**src/rtl/patmon_pkg.sv**
```systemverilog
package patmon_pkg;

  typedef enum logic [1:0] {ST_LOAD, ST_VERIFY, ST_SYNC} sync_st_t;

  // Feedback bit of x^len + x^tap + 1; hist[0] is the newest bit.
  function automatic logic prbs_fb(input logic [31:0] hist,
                                   input logic [5:0]  len,
                                   input logic [5:0]  tap);
    logic [4:0] ia;
    logic [4:0] ib;
    ia = 5'(len - 6'd1);
    ib = 5'(tap - 6'd1);
    return hist[ia] ^ hist[ib];
  endfunction

  // Next phase in a word of length len.
  function automatic logic [5:0] phase_next(input logic [5:0] ph,
                                            input logic [5:0] len);
    return ((ph + 6'd1) >= len) ? 6'd0 : ph + 6'd1;
  endfunction

endpackage

```
**src/rtl/patmon_expect.sv**
```systemverilog
module patmon_expect
  import patmon_pkg::*;
(
  input  logic        clk,
  input  logic        rst_n,
  input  logic        restart,
  input  logic        step,
  input  logic        ld_rx,
  input  logic        slip,
  input  logic        din,
  input  logic        mode_word,
  input  logic [5:0]  prbs_len,
  input  logic [5:0]  prbs_tap,
  input  logic [31:0] word_pat,
  input  logic [5:0]  word_len,
  output logic        exp_bit
);

  logic [31:0] hist_q;
  logic [5:0]  ph_q;

  assign exp_bit = mode_word ? word_pat[ph_q[4:0]]
                             : prbs_fb(hist_q, prbs_len, prbs_tap);

  always_ff @(posedge clk or negedge rst_n) begin
    if (!rst_n) begin
      hist_q <= '0;
      ph_q   <= '0;
    end else if (restart) begin
      hist_q <= '0;
      ph_q   <= '0;
    end else if (step) begin
      if (!mode_word)
        hist_q <= {hist_q[30:0], ld_rx ? din : exp_bit};
      else if (!slip)
        ph_q <= phase_next(ph_q, word_len);
    end
  end

endmodule

```
**src/rtl/patmon_sync.sv**
```systemverilog
module patmon_sync
  import patmon_pkg::*;
#(
  parameter int MATCH_RUN = 32,
  parameter int WIN_LEN   = 64,
  parameter int LOSS_ERRS = 6
) (
  input  logic       clk,
  input  logic       rst_n,
  input  logic       enable,
  input  logic       valid,
  input  logic       mismatch,
  input  logic       mode_word,
  input  logic [5:0] prbs_len,
  output logic       in_sync,
  output logic       restart,
  output logic       ld_rx,
  output logic       slip,
  output logic       bit_evt,
  output logic       err_evt
);

  localparam int RUN_W = $clog2(MATCH_RUN + 1);
  localparam int WIN_W = $clog2(WIN_LEN);
  localparam int EC_W  = $clog2(LOSS_ERRS + 1);

  sync_st_t         st_q, st_d, cur, init_st;
  logic [5:0]       ld_q, ld_d;
  logic [RUN_W-1:0] run_q, run_d;
  logic [WIN_W-1:0] win_q, win_d;
  logic [EC_W-1:0]  ec_q, ec_d;
  logic             loss;

  assign init_st = mode_word ? ST_VERIFY : ST_LOAD;
  assign cur     = (mode_word && st_q == ST_LOAD) ? ST_VERIFY : st_q;

  assign restart = !enable;
  assign in_sync = (st_q == ST_SYNC);
  assign ld_rx   = (cur == ST_LOAD) && valid;
  assign slip    = (cur == ST_VERIFY) && mismatch;
  assign bit_evt = enable && valid && (cur == ST_SYNC);
  assign err_evt = bit_evt && mismatch;
  assign loss    = err_evt && (ec_q == EC_W'(LOSS_ERRS - 1));

  always_comb begin
    st_d  = cur;
    ld_d  = ld_q;
    run_d = run_q;
    win_d = win_q;
    ec_d  = ec_q;
    if (!enable) begin
      st_d  = init_st;
      ld_d  = '0;
      run_d = '0;
      win_d = '0;
      ec_d  = '0;
    end else if (valid) begin
      case (cur)
        ST_LOAD: begin
          if (ld_q == prbs_len - 6'd1) begin
            st_d  = ST_VERIFY;
            ld_d  = '0;
            run_d = '0;
          end else begin
            ld_d = ld_q + 6'd1;
          end
        end
        ST_VERIFY: begin
          if (mismatch) begin
            run_d = '0;
            if (!mode_word) st_d = ST_LOAD;
          end else if (run_q == RUN_W'(MATCH_RUN - 1)) begin
            st_d  = ST_SYNC;
            run_d = '0;
            win_d = '0;
            ec_d  = '0;
          end else begin
            run_d = run_q + RUN_W'(1);
          end
        end
        default: begin
          if (loss) begin
            st_d  = init_st;
            ld_d  = '0;
            run_d = '0;
          end else if (win_q == WIN_W'(WIN_LEN - 1)) begin
            win_d = '0;
            ec_d  = '0;
          end else begin
            win_d = win_q + WIN_W'(1);
            ec_d  = ec_q + EC_W'(mismatch);
          end
        end
      endcase
    end
  end

  always_ff @(posedge clk or negedge rst_n) begin
    if (!rst_n) begin
      st_q  <= ST_LOAD;
      ld_q  <= '0;
      run_q <= '0;
      win_q <= '0;
      ec_q  <= '0;
    end else begin
      st_q  <= st_d;
      ld_q  <= ld_d;
      run_q <= run_d;
      win_q <= win_d;
      ec_q  <= ec_d;
    end
  end

endmodule

```
**src/rtl/patmon_cnt.sv**
```systemverilog
module patmon_cnt #(
  parameter int W = 24
) (
  input  logic         clk,
  input  logic         rst_n,
  input  logic         inc,
  input  logic         latch,
  output logic [W-1:0] live,
  output logic [W-1:0] held
);

  logic [W-1:0] nxt;

  assign nxt = (inc && live != {W{1'b1}}) ? live + W'(1) : live;

  always_ff @(posedge clk or negedge rst_n) begin
    if (!rst_n) begin
      live <= '0;
      held <= '0;
    end else if (latch) begin
      held <= nxt;
      live <= '0;
    end else begin
      live <= nxt;
    end
  end

endmodule

```
**src/rtl/patmon_rx.sv**
```systemverilog
module patmon_rx
  import patmon_pkg::*;
#(
  parameter int ERR_W     = 24,
  parameter int BIT_W     = 32,
  parameter int MATCH_RUN = 32,
  parameter int WIN_LEN   = 64,
  parameter int LOSS_ERRS = 6
) (
  input  logic             clk,
  input  logic             rst_n,
  input  logic             enable,
  input  logic             pat_sel,
  input  logic [5:0]       prbs_len,
  input  logic [5:0]       prbs_tap,
  input  logic [31:0]      word_pat,
  input  logic [5:0]       word_len,
  input  logic             rx_bit,
  input  logic             rx_valid,
  input  logic             snap,
  output logic             in_sync,
  output logic [ERR_W-1:0] err_snap,
  output logic [BIT_W-1:0] bit_snap
);

  logic             exp_bit;
  logic             mismatch;
  logic             restart;
  logic             step;
  logic             ld_rx;
  logic             slip;
  logic             bit_evt;
  logic             err_evt;
  logic [ERR_W-1:0] err_live;
  logic [BIT_W-1:0] bit_live;

  assign mismatch = rx_bit ^ exp_bit;
  assign step     = enable && rx_valid;

  patmon_expect u_expect (
    .clk       (clk),
    .rst_n     (rst_n),
    .restart   (restart),
    .step      (step),
    .ld_rx     (ld_rx),
    .slip      (slip),
    .din       (rx_bit),
    .mode_word (pat_sel),
    .prbs_len  (prbs_len),
    .prbs_tap  (prbs_tap),
    .word_pat  (word_pat),
    .word_len  (word_len),
    .exp_bit   (exp_bit)
  );

  patmon_sync #(
    .MATCH_RUN (MATCH_RUN),
    .WIN_LEN   (WIN_LEN),
    .LOSS_ERRS (LOSS_ERRS)
  ) u_sync (
    .clk       (clk),
    .rst_n     (rst_n),
    .enable    (enable),
    .valid     (rx_valid),
    .mismatch  (mismatch),
    .mode_word (pat_sel),
    .prbs_len  (prbs_len),
    .in_sync   (in_sync),
    .restart   (restart),
    .ld_rx     (ld_rx),
    .slip      (slip),
    .bit_evt   (bit_evt),
    .err_evt   (err_evt)
  );

  patmon_cnt #(.W(ERR_W)) u_err_cnt (
    .clk   (clk),
    .rst_n (rst_n),
    .inc   (err_evt),
    .latch (snap),
    .live  (err_live),
    .held  (err_snap)
  );

  patmon_cnt #(.W(BIT_W)) u_bit_cnt (
    .clk   (clk),
    .rst_n (rst_n),
    .inc   (bit_evt),
    .latch (snap),
    .live  (bit_live),
    .held  (bit_snap)
  );

endmodule

```
**config.mk**
```make
export PLATFORM = sky130hd
export DESIGN_NAME = patmon_rx
export DESIGN_NICKNAME = d
export VERILOG_FILES = /design/src/rtl/patmon_pkg.sv /design/src/rtl/patmon_expect.sv /design/src/rtl/patmon_sync.sv /design/src/rtl/patmon_cnt.sv /design/src/rtl/patmon_rx.sv
export SDC_FILE = /design/constraint.sdc
export NUM_CORES = 1
export LEC_CHECK = 0
export BUFFER_PORTS_ARGS = -buffer_cell sky130_fd_sc_hd__buf_2
export CAP_MARGIN = 30
export CORE_UTILIZATION = 30
export DETAILED_ROUTE_END_ITERATION = 10
export SYNTH_ARGS = -nofsm -noshare
export SYNTH_HDL_FRONTEND = slang
export SYNTH_SLANG_ARGS = --single-unit
```
**constraint.sdc**
```tcl
create_clock -name clk -period 5.56 [get_ports clk]
set_input_delay 0.556 -clock clk [delete_from_list [all_inputs] [get_ports clk]]
set_output_delay 0.556 -clock clk [all_outputs]
set_load 0.1 [all_outputs]
```
== Yosys cells after proc, flatten, opt, wreduce, memory -nomap -nowiden ==
Index checks and enable logic that the tools add are counted.

* Register bits after elaboration: 173
* Output and inout port bits: 57
* Logic and storage cells: 119

* Add/subtract/negate cells: 9
* $lt $le $gt $ge: 4
* Equal/unequal tests: 22
* Multiplexer cells: 55
* Bitwise logic cells: 2
* Reductions and logical operators: 16

{| class="wikitable"
|+ Operators by type and width
! kind !! number
|-
| $mux W32 || 5
|-
| $mux W6 || 20
|-
| $mux W24 || 2
|-
| $pmux W6 S2 || 3
|-
| $add A32 B1 Y32 const B || 1
|-
| $ne A32 B32 Y1 const B || 1
|-
| $add A24 B1 Y24 const B || 1
|-
| $add A6 B1 Y6 const B || 4
|-
| $ne A24 B24 Y1 const B || 1
|-
| $lt A5 B6 Y1 const B || 3
|-
| $mux W3 || 6
|-
| $mux W2 || 8
|-
| $bmux W1 S5 || 3
|-
| $ne A3 B3 Y1 const B || 4
|-
| $logic_and A1 B1 Y1 || 9
|-
| $reduce_and A3 Y1 || 3
|-
| $ne A2 B2 Y1 const B || 4
|-
| $eq A6 B5 Y1 const B || 1
|-
| $eq A6 B6 Y1 || 1
|-
| $eq A6 B6 Y1 const B || 1
|-
| $ge A6 B6 Y1 || 1
|-
| $mux W1 || 6
|-
| $ne A2 B1 Y1 const B || 3
|-
| $pmux W3 S2 || 1
|-
| 13 further kinds || 16
|}

== Longest topological paths before layout ==
* Depth after elaboration: 12
* Depth in mapped cells: 16
* Depth with buffers taken out: 13

== Hierarchy ==
A second synthesis with hierarchy kept.

* Cell total of the unflattened synthesis: 900
* Area total of the unflattened synthesis: 9375.2 µm²

{| class="wikitable"
|+ By module, submodules not included
! module !! instances !! cells each !! area an instance (µm²) !! seq. area each (µm²)
|-
| patmon_cnt at u_bit_cnt || 1 || 295 || 2942.8 || 1601.5
|-
| patmon_expect || 1 || 192 || 2499.9 || 950.9
|-
| patmon_cnt at u_err_cnt || 1 || 222 || 2247.2 || 1201.2
|-
| patmon_sync || 1 || 189 || 1670.4 || 575.6
|-
| patmon_rx || 1 || 2 || 15.0 || 0.0
|}

== Worst setup path before layout ==
No wires, ideal clock.

* Path type: input port to flip-flop
* From: input port prbs_len[0]
* To: register u_sync.win_q[0]
* Setup time: 0.125 ns
* Arrival time: 3.744 ns
* Setup slack: 1.691 ns
* Stages on the path: 14
* Buffers on the path: 3
* Cells stage by stage: buf_6 -> inv_1 -> ha_1 -> buf_2 -> buf_4 -> mux2i_1 -> mux4_2 -> nor3b_1 -> nor4_4 -> xnor3_2 -> o211ai_2 -> nand2_2 -> a211oi_4 -> mux2_4

* Longest elaborated chain between the ends: 10

{| class="wikitable"
|+ Ends and longest elaborated chain
! what !! RTL line !! source
|-
| from (decl) || patmon_rx.sv:14 || <nowiki>input logic [5:0] prbs_len,</nowiki>
|-
| $sub A6 B1 Y6 (*) || - ||
|-
| $bmux W1 S5 (*) || patmon_pkg.sv:13 || <nowiki>return hist[ia] ^ hist[ib];</nowiki>
|-
| $mux W1 (not written as such) (*) || patmon_pkg.sv:13 ||
|-
| $xor A1 B1 Y1 (*) || patmon_pkg.sv:13 ||
|-
| $mux W1 (*) || patmon_expect.sv:22 || <nowiki>assign exp_bit = mode_word ? word_pat[ph_q[4:0]]</nowiki>
|-
| $xor A1 B1 Y1 (*) || patmon_rx.sv:37 || <nowiki>assign mismatch = rx_bit ^ exp_bit;</nowiki>
|-
| $logic_and A1 B1 Y1 || patmon_sync.sv:42 || <nowiki>assign err_evt = bit_evt && mismatch;</nowiki>
|-
| $logic_and A1 B1 Y1 || patmon_sync.sv:43 || <nowiki>assign loss = err_evt && (ec_q == EC_W'(LOSS_ERRS - 1));</nowiki>
|-
| $ne A3 B3 Y1 (no source line) || - ||
|-
| $reduce_and A5 Y1 (no source line) (*) || - ||
|-
| to (signal assigned) || patmon_sync.sv:109 || <nowiki>win_q <= win_d;</nowiki>
|-
| to (decl) || patmon_sync.sv:30 || <nowiki>logic [WIN_W-1:0] win_q, win_d;</nowiki>
|}

Mark *: on every way between the ends. The rest lies on a longest branch, timed or not. The select of a mux whose other input is x is not followed.
A chain may end at the register's enable or synchronous reset.

== Final worst setup path ==
* From: input port prbs_len[0]
* To: register u_err_cnt.held[21]

* Longest elaborated chain between the ends: 9

{| class="wikitable"
|+ Ends and longest elaborated chain
! what !! RTL line !! source
|-
| $sub A6 B1 Y6 || - ||
|-
| $bmux W1 S5 || patmon_pkg.sv:13 ||
|-
| $mux W1 (not written as such) || patmon_pkg.sv:13 ||
|-
| $xor A1 B1 Y1 || patmon_pkg.sv:13 ||
|-
| $mux W1 || patmon_expect.sv:22 ||
|-
| $xor A1 B1 Y1 || patmon_rx.sv:37 ||
|-
| $logic_and A1 B1 Y1 || patmon_sync.sv:42 ||
|-
| $logic_and A1 B1 Y1 || patmon_cnt.sv:14 || <nowiki>assign nxt = (inc && live != {W{1'b1}}) ? live + W'(1) : live;</nowiki>
|-
| $mux W24 || patmon_cnt.sv:14 ||
|-
| to (signal assigned) || patmon_cnt.sv:21 || <nowiki>held <= nxt;</nowiki>
|-
| to (decl) || patmon_cnt.sv:9 || <nowiki>output logic [W-1:0] held</nowiki>
|}

Every way passes these cells. The select of a mux whose other input is x is not followed.

==> results by group <==
Timing
  – Final setup fails: 0
  – Unrepaired setup endpoints after global routing: false
  – Skew final: 0.00756 ns
  – Final hold violations: 0
  – Tcrit/Tclk final: 75.2%
  – Max-slew violation count: 0
  – Final setup TNS: 0 ns
  – Normalized max-slew margin: 38.5%
  – FMAX: 239 MHz
  – Worst-Margin Slew: 0.922 ns
  – Tmin final: 4.18 ns

Route
  – Initial DRC Count: 345
  – Post-route ant nets: 0
  – Iteration count of the initial detailed-routing pass: 5
  – DRC errors left: 0
  – Vias post-DR: 6696
  – Total Wirelength: 20000 microns
  – Via density: 4.93
  – DR WL/cell: 14.7 microns

Finish
  – Cell Count, Final, Fillers Out: 1359
  – Nets: 1035
  – Share of layout cells above drive strength 1: 20.6%
  – Final design utilization: 36.2%
  – Ant diodes: 0
  – Syn-to-layout area delta: 17.2%

Clock tree
  – CTS tree: yes
  – CTS max path bufs: 2
  – CTS resizes: 0
  – TritonCTS Buffers: 17
  – H-tree levels: 4
  – Root buffer cell: clkbuf_16
  – CTS sink cnt: 173
  – Postcts setup bufs: 0
  – Worst-path clk slew: 0.06 ns
  – Clock latency at the later pin of the worst-skew pair: 0.43 ns
  – CTS Hold Bufs: 0

Placement
  – GPL Wtd Cong: 0.765
  – Dpl hpwl: 13700 microns
  – Number of buffers added on ports: 112
  – Dpl cells: 1328

Synthesis
  – XOR/XNOR share of the synthesized area: 7.96%
  – Area leader, netlist: dfrtp_1
  – Synth unique cells: 70
  – Simple-gate share of the synthesized area: 17.8%
  – Syn_nets: 940
  – Post-synth ARST share: 100%
  – Post-synthesis adder-cell area fraction: 2.09%
  – Sequential share of the synthesized area: 48.2%
  – Synthesized cell area: 0.00898 sq mm
  – Compound-Gate Fraction of Synth Area: 11.9%
  – EDFF count, synth: 0
  – Most common cell in the netlist: dfrtp_1
  – Cells after synthesis: 868
  – Mean Syn Cell Area: 10.3 sq um
  – Largest family of logic cells by synthesized area: simple AND/OR/NAND/NOR gates
  – Most used DFF post-synth: dfrtp_1
  – Top post-synthesis cells by count: 173 x dfrtp_1, 147 x nor2_1, 64 x a21oi_1
  – Synth top area cells: dfrtp_1 48%, nor2_1 6.1%, mux4_2 5.3%, xnor2_1 4.4%, a21oi_1 3.6%
  – Top cell type's share of synthesized area: 48.2%
  – Warnings, synthesis: 0
  – Mux cell area share after synthesis: 8.75%
  – Yosys reg bits: 173

Power
  – Power after layout: 3.05 mW
  – Leak: 4.64 nW
  – PwrDens: 290 mW/mm^2
  – Peak supply drop: 0.000294 V

Worst setup path
  – Crit-path cells: buf_2, inv_1, ha_1, mux2i_1, mux4_2, nor3b_1, nor4_4, xnor3_2, o2111ai_2, nor3_1, xnor2_1, a21oi_1
  – CP Class: in2reg
  – Slowest CP cell: ha_1
  – Worst setup SP type: primary input
  – Worst stage delay on the critical path: 0.75 ns
  – Crit path DAT: 4.44 ns
  – Reg2reg setup slack: 1.73 ns
  – Worst-path fanout max: 13
  – Worst path required time: 5.82 ns
  – Setup crit end kind: flop

Global route
  – Initial antenna violation count: 0
  – Largest net degree at the start of global routing: 102
  – Grt total ovfl: 0
  – First-pass GRT wire length: 33800 microns
  – Vias in the first global route: 6770
  – Tot GR Track Use: 13.6%

Floorplan
  – Core area: 0.0291 sq mm
  – Width of the die: 175 microns
  – Total Die Area: 0.0306 sq mm
  – Die height: 175 microns
  – Initial Utilization: 30.9%
  – Site row count: 62
  – Io pins: 114

Run
  – Max-Cap Viols: 0

Worst hold path
  – Hold Path Class: in2async

Outcome
  – Outcome: finished, final reports clean
[final timing paths]
path	start	endpoint	depth (start not counted)
setup / recovery	prbs_len[0]	u_err_cnt.held[21]$_DFFE_PN0P_	12
hold / removal	rst_n	u_bit_cnt.held[14]$_DFFE_PN0P_	1
setup reg to reg	u_expect.ph_q[0]$_DFFE_PN0P_	u_err_cnt.held[17]$_DFFE_PN0P_	9
hold reg to reg	u_sync.run_q[0]$_DFFE_PN0P_	u_sync.run_q[0]$_DFFE_PN0P_	1
max in group asynchronous	rst_n	u_sync.run_q[1]$_DFFE_PN0P_	2
min in group clk	u_sync.run_q[0]$_DFFE_PN0P_	u_sync.run_q[0]$_DFFE_PN0P_	1
[where the power goes]
part           total, mW  switching [mW]  internal, mW
sequential          1.32          0.0272          1.29
clock               1.25           0.506         0.745
combinational      0.482           0.365         0.118
[kinds of logic after synthesis]
logic type | Yosys count
and+or+nand+nor | 328
DFF | 173
AOI/OAI and AO/OA | 154
xor gates and xnor gates | 76
buffers and inverters | 72
muxes | 50
adders and majority gates | 15
[sequential cells by signal (all words and copies together) (netlist names)]
name / cells
u_sync.st_q: 2
u_bit_cnt.held: 32
u_err_cnt.held: 24
u_sync.ld_q: 6
u_expect.ph_q: 6
u_sync.win_q: 6
u_bit_cnt.live: 32
u_sync.ec_q: 3
u_expect.hist_q: 32
u_err_cnt.live: 24
u_sync.run_q: 6
[cell type report]
type	instances	area [sq um]
fill	2952	18600
multi-input combinational	623	4350
sequential	173	4330
timing repair buffer	118	634
tap	384	480
clock buffer	23	478
clock inverter	8	131
inverter	30	113
[critical path: cells and delay by family]
family | cells | cell delay [ns]
buffers and inverters | 2 | 0.39
AND/OR/NAND/NOR | 3 | 0.57
adder cells (fa/ha/maj) | 1 | 0.75
multiplexers | 2 | 0.65
AO/OA/AOI/OAI | 2 | 0.81
XOR/XNOR | 2 | 0.70
[placed cells by master, fill, tap and decap left out, drive strengths merged, types with 3 or more instances in the layout]
cell type	netlist	final
dfrtp	173	173
nor2	147	147
buf	8	118
a21oi	65	65
nand2	47	47
xnor2	47	47
nand3	40	40
a22o	32	32
inv	29	31
xor2	28	28
mux2i	26	26
nor3	26	26
clkbuf	34	23
mux4	22	22
ha	15	15
o21ai	15	15
nand4	12	12
nor3b	12	12
and3	10	10
a21o	8	8
o211ai	7	7
nor4	7	7
and2	5	5
nand2b	4	4
nor2b	3	3
a31o	3	3
nand3b	3	3
or4	3	3
bufinv	0	3
[through the flow]
step	worst slack, ns	instance area, sq um	hold WS (ns)
after floorplan	1.69	8980	0.260
after global placement	0.944	9880	0.487
after detailed placement	0.897	9910	0.496
after CTS	1.36	10500	0.227
after global routing	1.08	10500	0.255
final	1.38	10500	0.175
[metal layers]
layer	vias up	part of all wire, %	track usage (%)
met4	0	1.2	3.62
met3	20	4.9	3.55
met1	3275	47	17.7
met5	-	0	0
met2	141	47	22.2
li1	3260	-	-
Power figures use the tool's default switching activity.
